$ cat src/rtl/flash_cmd_decoder.sv
module flash_cmd_decoder #(
  parameter int ADDR_W      = 19,
  parameter int KEY_W       = 15,
  parameter logic [KEY_W-1:0] KEY_A = 15'h5555,
  parameter logic [KEY_W-1:0] KEY_B = 15'h2AAA,
  parameter logic [7:0] MFR_ID = 8'h20,
  parameter logic [7:0] DEV_ID = 8'hE3
) (
  input  logic              clk,
  input  logic              rst_n,
  input  logic              lockout,
  input  logic              ce_n,
  input  logic              we_n,
  input  logic [ADDR_W-1:0] addr,
  input  logic [7:0]        din,
  output logic              req_reset,
  output logic              req_sig,
  output logic              req_prog,
  output logic              req_blk_erase,
  output logic              req_chip_erase,
  output logic              req_suspend,
  output logic              req_resume,
  output logic              req_pdown,
  output logic [ADDR_W-1:0] req_addr,
  output logic [7:0]        req_data,
  output logic [1:0]        read_mode,
  output logic [7:0]        sig_byte
);
  localparam logic [1:0] MODE_ARRAY = 2'd0;
  localparam logic [1:0] MODE_SIG   = 2'd1;
  localparam logic [1:0] MODE_STAT  = 2'd2;

  typedef enum logic [2:0] {
    S_IDLE, S_UNL1, S_SETUP, S_PROG, S_ER1, S_ER2, S_CONF
  } state_t;

  state_t state, state_nx;
  logic we_q;
  logic [7:0] pulse_nx;
  logic [1:0] mode_nx;
  logic [ADDR_W-1:0] addr_nx;
  logic [7:0] data_nx;

  wire              wr     = we_n & ~we_q & ~ce_n & ~lockout;
  wire [KEY_W-1:0]  key    = addr[KEY_W-1:0];
  wire              at_a   = key == KEY_A;
  wire              at_b   = key == KEY_B;
  wire              first  = at_a && din == 8'hAA;
  wire              second = at_b && din == 8'h55;

  assign sig_byte = addr[0] ? DEV_ID : MFR_ID;

  // pulse_nx bit order: reset, sig, prog, blk, chip, suspend, resume, pdown
  always_comb begin
    state_nx = state;
    pulse_nx = '0;
    mode_nx  = read_mode;
    addr_nx  = req_addr;
    data_nx  = req_data;
    if (wr) begin
      state_nx = S_IDLE;
      unique case (state)
        S_IDLE:  if (first)  state_nx = S_UNL1;
        S_UNL1:  if (second) state_nx = S_SETUP;
        S_SETUP: if (at_a) begin
          unique case (din)
            8'hA0: state_nx = S_PROG;
            8'h80: state_nx = S_ER1;
            8'h90: begin pulse_nx[6] = 1'b1; mode_nx = MODE_SIG;   end
            8'hF0: begin pulse_nx[7] = 1'b1; mode_nx = MODE_ARRAY; end
            8'hB0: begin pulse_nx[2] = 1'b1; mode_nx = MODE_ARRAY; end
            8'h30: begin pulse_nx[1] = 1'b1; mode_nx = MODE_STAT;  end
            8'hB8: begin pulse_nx[0] = 1'b1; mode_nx = MODE_ARRAY; end
            default: ;
          endcase
        end
        S_PROG: begin
          pulse_nx[5] = 1'b1;
          mode_nx     = MODE_STAT;
          addr_nx     = addr;
          data_nx     = din;
        end
        S_ER1: if (first)  state_nx = S_ER2;
        S_ER2: if (second) state_nx = S_CONF;
        S_CONF: begin
          if (din == 8'h30) begin
            pulse_nx[4] = 1'b1;
            mode_nx     = MODE_STAT;
            addr_nx     = addr;
          end else if (din == 8'h10 && at_a) begin
            pulse_nx[3] = 1'b1;
            mode_nx     = MODE_STAT;
          end
        end
        default: ;
      endcase
    end
    if (lockout) begin
      state_nx = S_IDLE;
      mode_nx  = MODE_ARRAY;
    end
  end

  always_ff @(posedge clk or negedge rst_n) begin
    if (!rst_n) begin
      state     <= S_IDLE;
      we_q      <= 1'b1;
      read_mode <= MODE_ARRAY;
      req_addr  <= '0;
      req_data  <= '0;
      {req_reset, req_sig, req_prog, req_blk_erase,
       req_chip_erase, req_suspend, req_resume, req_pdown} <= '0;
    end else begin
      state     <= state_nx;
      we_q      <= we_n;
      read_mode <= mode_nx;
      req_addr  <= addr_nx;
      req_data  <= data_nx;
      {req_reset, req_sig, req_prog, req_blk_erase,
       req_chip_erase, req_suspend, req_resume, req_pdown} <= pulse_nx;
    end
  end
endmodule


$ cat config.mk
export PLATFORM = sky130hd
export DESIGN_NAME = flash_cmd_decoder
export DESIGN_NICKNAME = d
export VERILOG_FILES = /design/src/rtl/flash_cmd_decoder.sv
export SDC_FILE = /design/constraint.sdc
export NUM_CORES = 1
export LEC_CHECK = 0
export BUFFER_PORTS_ARGS = -buffer_cell sky130_fd_sc_hd__buf_2
export CAP_MARGIN = 20
export CORE_AREA = 4 4 73 75
export CTS_BUF_LIST = sky130_fd_sc_hd__clkbuf_8 sky130_fd_sc_hd__clkbuf_16
export DETAILED_ROUTE_END_ITERATION = 10
export DIE_AREA = 0 0 77 79
export GPL_TIMING_DRIVEN = 0
export HOLD_SLACK_MARGIN = 0.12
export PLACE_DENSITY = 0.72
export SLEW_MARGIN = 20
export SYNTH_ARGS = -nofsm -noshare
export SYNTH_HDL_FRONTEND = slang
export SYNTH_SLANG_ARGS = --single-unit
export TNS_END_PERCENT = 30
$ cat constraint.sdc
create_clock -name clk -period 3.6 [get_ports clk]
set_clock_uncertainty 0.1 [all_clocks]
set_input_delay 0.36 -clock clk [delete_from_list [all_inputs] [get_ports clk]]
set_output_delay 0.36 -clock clk [all_outputs]
set_load 0.03 [all_outputs]
==> impl_metrics.yaml, run 1 <==
status:
  status: "complete, no violations"
yosys:
  yosys.area_share.simple: 0.222
  synth_enable_flop_cells: 0
  synth_xor_area_frac: 0.00433
  yosys_warnings: 0
  synth_top_cell_area_share: 0.495
  synthesis.area_sq_um: 2020
  synth-seq-cells: 41
  yosys-top-cells-area: "dfrtp_1 50%, mux2_2 14%, buf_4 3.0%, nand2_1 2.6%, nor4bb_1 2.0%"
  synthArstFlopShare: 1.00
  synthMuxAreaShare: 0.145
  synth_ff_type: "dfrtp_1"
  seq_area_frac_synth: 0.508
  synth.largest_area_cell: "dfrtp_1"
  synth_top_family_by_area: "simple AND/OR/NAND/NOR gates"
  synth_cells: 175
  synth_cell_types: 42
  synth_compound_area_frac: 0.0563
  synth_fa_ha_area_frac: 0
  syn_area_per_cell_sq_um: 11.5
clocking:
  clkSinkCount: 41
  htreeDepth: 2
  root_buffer: "clkbuf_8"
  cts_tree: "yes"
  clkSlewWorstSetupHoldPaths_ns: 0.08
  clock_path_buffers: 2
  cts_buffers: 5
  cts.repair.resized: 0
  post_cts_buffers: 0
  clk_latency_ns: 0.29
die:
  core-area_sq_um: 4660
  rows: 25
  io-pin-count: 77
  die_w_um: 77
  start_util: 0.434
  dieArea_sq_um: 6080
  die_h_um: 79
setup_path:
  cp_top_family: "simple AND/OR/NAND/NOR gates"
  cp_slowest_stage_delay_ns: 0.53
  crit_slowest_cell: "nor3_4"
  crit_buf_inv: 3
  cp_max_fo: 10
  start_kind: "input pin"
  crit_chain: "dlygate4sd3_1 -> buf_2 -> or3b_2 -> nor3_4 -> buf_8 -> mux2_2"
  worstSetupPathType: "input pin to flip-flop"
  critPathCaptureType: "flip-flop"
  cp.arrival_ns: 2.59
  worstPathRequired_ns: 3.68
place:
  gp_congestion: 0.801
  pre_cts_ws_ns: 0.785
  port_buffers: 70
  postPlaceCellArea_sq_um: 2450
  hpwl_um: 3430
detailed_routing:
  drt_first_pass_iters: 4
  drc: 0
  drt_iter0_markers: 102
  ant_nets: 0
  vias: 1619
  post_drt_wl_per_cell_um: 14.5
  via_per_inst: 5.22
  wirelength_um: 4510
finish:
  drive_gt1_frac: 0.477
  post-route-cell-area_sq_um: 2550
  diodes: 0
  nets: 288
  areaGrowthSynthToFinish_pct: 26.3
  fill_cells: 444
sta:
  setup_viol: 0
  worst_pin_slew_ns: 0.901
  relSlewSlack: 0.399
  holdWs_ns: 0.194
  tns_ns: 0
  max_freq_ghz: 0.398
  period_share: 0.698
  hold_viol: 0
  layout_min_cycle_time_ns: 2.51
  rsz0062_at_grt: "no"
  fin_ws_ns: 1.09
  maxSlewViolCount: 0
pwr:
  p_per_area_nw_per_um2: 333
  leakagePower_nw: 1.34
  peakVddDrop_v: 0.000201
  total_power_w: 0.000851
global_routing:
  grt_max_degree: 42
  grt_overflow: 0
  grt_pass1_vias: 1670
  grt_pass1_wl_um: 7820
  grtUsageTotal: 0.160
  antenna_found_initial: 0
hold_path:
  worstHoldPathType: "input pin to flip-flop"
job:
  maxCapViolCount: 0
[placed cells by master (no fill, tap or decap), drive strengths merged, types with 3 or more instances in the layout]
master / instances
a21oi: 5
a31oi: 3
buf: 82
clkbuf: 7
conb: 4
dfrtp: 40
inv: 5
mux2: 26
nand2: 14
nand2b: 3
nand4: 3
nor2: 9
nor2b: 6
nor3: 5
nor3b: 5
nor4: 7
nor4bb: 4
o21ai: 5
or4: 4
[cells in the mapped netlist (5+ instances only)]
cell type and count:
buf_4 8, dfrtp_1 40, mux2_2 26, nand2_1 14
nor2_1 9, nor2b_1 6, nor3b_1 5, nor4_1 6
o21ai_0 5
[power by group]
part	internal [W]	leakage, nW	total, W	switching (W)
combinational	0.0000333	0.721	0.0000865	0.0000532
sequential	0.000463	0.568	0.000464	0.000000947
clock	0.000149	0.0485	0.000301	0.000151
[registers in the layout (all words and copies together), names as in the netlist]
signal and cells:
req_reset 1, state 3, req_resume 1, req_data 8, req_prog 1, we_q 1, req_blk_erase 1, req_addr 19
req_chip_erase 1, req_suspend 1, req_pdown 1, read_mode 2, req_sig 1
[worst paths after layout]
| path | start | endpoint | slack (ns) | depth (start not counted) |
|---|---|---|---|---|
| hold reg to reg | req_data[5] | req_data[5] | 0.40 | 2 |
| setup reg to reg | we_q | req_addr[0] | 1.41 | 4 |
| max in group asynchronous | rst_n | req_addr[16] | 2.21 | 2 |
| min in group asynchronous | rst_n | req_data[7] | 0.63 | 2 |
| setup / recovery | we_n | req_addr[0] | 1.09 | 6 |
| hold / removal | addr[18] | req_addr[18] | 0.19 | 2 |
[metrics by stage]
stage / cells / util
after floorplan: 177 / -
after global placement: 301 / 0.525
after detailed placement: 301 / 0.525
after CTS: 310 / 0.548
after global routing: 310 / 0.548
final: 310 / 0.548
[kinds of logic after synthesis]
group,count (synthesis)
AND/OR/NAND/NOR,70
multiplexers,26
other,2
AO/OA/AOI/OAI,18
flip-flops,41
buffers and inverters,17
XOR/XNOR,1
[worst register-to-register path, cell delays in order, from the launching register on]
cell and delay [ns]:
dfstp_2 0.37, or3b_2 0.53, nor3_4 0.53, buf_8 0.22, mux2_2 0.34
[per-layer routing]
| layer | share of wire | vias up | global-route usage | wire (um) |
|---|---|---|---|---|
| met5 | 0 | - | 0 | 0 |
| met4 | 0.0084 | 0 | 0.0409 | 38 |
| met3 | 0.082 | 4 | 0.0522 | 369 |
| met2 | 0.47 | 69 | 0.261 | 2120 |
| met1 | 0.44 | 753 | 0.205 | 1980 |
| li1 | - | 793 | - | - |
[repair_timing]
item	4_1_cts	5_1_grt
endpoints found under the hold margin	10	0
hold buffers	2	0
endpoints found under the setup margin	0	0
[area by class of cell]
cell class,count,area [sq um],area share
flip-flops and latches,41,1030,0.402
multi-input cells,119,880,0.345
repair buffers,72,370,0.145
plain buffers,13,106,0.0417
clock buffers,6,82.6,0.0324
well taps,54,67.6,0.0265
inverters,4,15.0,0.00588
clock inverters,1,3.75,0.00147
Note: power is estimated with default switching activity, not from simulation.
==> run 2, diff against run 1 <==
Settings changed: PLACE_DENSITY 0.72 to 0.74.
Clock period 3.6 ns to 2.27 ns, I/O delays scaled along.
==> run 2 against run 1 <==
  * Count of clock-buffer cells in the layout unchanged
  * Wire length increased by 8.6%
  * Largest cell class unchanged
  * Sequential share of layout area decreased by 3.5 points
  * Clock power increased by 60%
  * Total power increased by 63%
  * Via count increased by 5.6%
  * Utilization increased by 5.2 points
  * Register-to-register slack got worse by 1.1 ns
  * First-iteration DRC count decreased by 18%
==> impl_metrics.yaml, run 2 (same netlist as run 1, synthesis figures left out) <==
status:
  status: "complete, no violations"
detailed_routing:
  wirelength_um: 4890
  vias: 1709
  post_drt_wl_per_cell_um: 14.7
  drc: 0
  routed.top_layer: "met4"
  wl_met1_um: 2030
  wl_met3_um: 422
  ant_nets: 0
  drt_iter0_markers: 84
  dr_wl_met2_um: 2370
  via_per_inst: 5.15
  drt_first_pass_iters: 4
die:
  rows: 25
  core-area_sq_um: 4660
  start_util: 0.434
  io-pin-count: 77
  dieArea_sq_um: 6080
  die_w_um: 77
  die_h_um: 79
clocking:
  cts_buffers: 5
  root_buffer: "clkbuf_8"
  htreeDepth: 2
  clk_latency_ns: 0.29
  cts_tree: "yes"
  clock_path_buffers: 2
  clkSlewWorstSetupHoldPaths_ns: 0.07
  clkSinkCount: 41
global_routing:
  antenna_found_initial: 0
  grtUsageTotal: 0.174
  grt_max_degree: 42
  grt_pass1_wl_um: 8390
  grt_overflow: 0
  grt_pass1_vias: 1737
place:
  port_buffers: 70
  dp_cells: 301
  postPlaceCellArea_sq_um: 2450
  hpwl_um: 3480
  gp_congestion: 0.811
sta:
  period_share: 0.963
  max_freq_ghz: 0.457
  setup_viol: 0
  hold_viol: 0
  rsz0062_at_grt: "yes"
  worst_pin_slew_ns: 0.883
  relSlewSlack: 0.412
  layout_min_cycle_time_ns: 2.19
  maxSlewViolCount: 0
hold_path:
  worstHoldPathType: "input pin to flip-flop"
pwr:
  p_per_area_nw_per_um2: 496
  peakVddDrop_v: 0.000338
  leakagePower_nw: 1.43
finish:
  drive_gt1_frac: 0.453
  reg_top3: "req_addr x19, req_data x8, state x3"
  areaGrowthSynthToFinish_pct: 38.4
  nets: 310
  stdcell_count: 332
  diodes: 0
  post-route-cell-area_sq_um: 2800
  top_register: "req_addr"
  final_cell_mix: "71 x buf_2, 40 x dfrtp_1, 26 x mux2_2"
  largest_register_ffs: 19
  layout_commonest_cell: "buf_2"
setup_path:
  cp.arrival_ns: 2.27
  cp_max_fo: 5
  worstPathRequired_ns: 2.35
  worstSetupPathType: "input pin to flip-flop"
  critPathCaptureType: "flip-flop"
  start_kind: "input pin"
job:
  maxCapViolCount: 0
## run 2: path summary, 6_finish.rpt
path / from / endpoint / slack (ns) / cells past startpoint
setup / recovery: addr[3] / req_reset / 0.08 / 6
hold / removal: din[0] / req_data[0] / 0.13 / 2
setup reg to reg: we_q / req_reset / 0.27 / 3
hold reg to reg: req_data[3] / req_data[3] / 0.38 / 2
max in group asynchronous: rst_n / read_mode[0] / 1.03 / 2
min in group asynchronous: rst_n / req_data[1] / 0.49 / 2
## run 2: cell type report
type | instances | area [sq um]
clock inverters | 1 | 7.51
fillers | 403 | 1860
clock buffers | 6 | 82.6
repair buffers | 94 | 601
inverters | 4 | 15.0
plain buffers | 13 | 106
flip-flops and latches | 41 | 1030
multi-input cells | 119 | 890
well taps | 54 | 67.6
## run 2: repair_timing
| item | CTS | global route |
|---|---|---|
| hold buffers | 23 | 0 |
| pin swaps | 1 | 0 |
| gates resized for setup | 0 | 1 |
| endpoints found under the setup margin | 10 | 2 |
| hold endpoints to repair | 64 | 0 |
| buffers inserted | 1 | 0 |
## run 2: critical path, stage by stage
cell           delay (ns)
dlygate4sd3_1        0.53
buf_2                0.14
and4b_1              0.24
nand4_1              0.17
or4_1                0.65
nor4_1               0.31
## run 2: where the power goes
group | switching, W | leakage (nW) | internal (W)
clock network | 0.000243 | 0.0433 | 0.000240
registers | 0.00000141 | 0.568 | 0.000734
logic | 0.0000915 | 0.819 | 0.0000768
## run 2: through the flow
step           worst slack, ns   TNS, ns  total power (W)  hold WS [ns]  utilization
2_1_floorplan         -0.00777   -0.0777         0.000818        -0.169            -
3_3_place_gp            -0.390     -6.05         0.000884         0.249        0.526
3_5_place_dp            -0.397     -6.08         0.000886         0.247        0.526
4_1_cts                 0.0165         0          0.00140         0.123        0.599
5_1_grt               -0.00485  -0.00485          0.00145         0.129        0.600
6_report                0.0837         0          0.00139         0.133        0.600
## run 2: metal layers
metal	global-route usage	up-vias
met5	0	-
met4	0.0641	0
met3	0.0556	5
met2	0.289	68
met1	0.212	806
li1	-	830
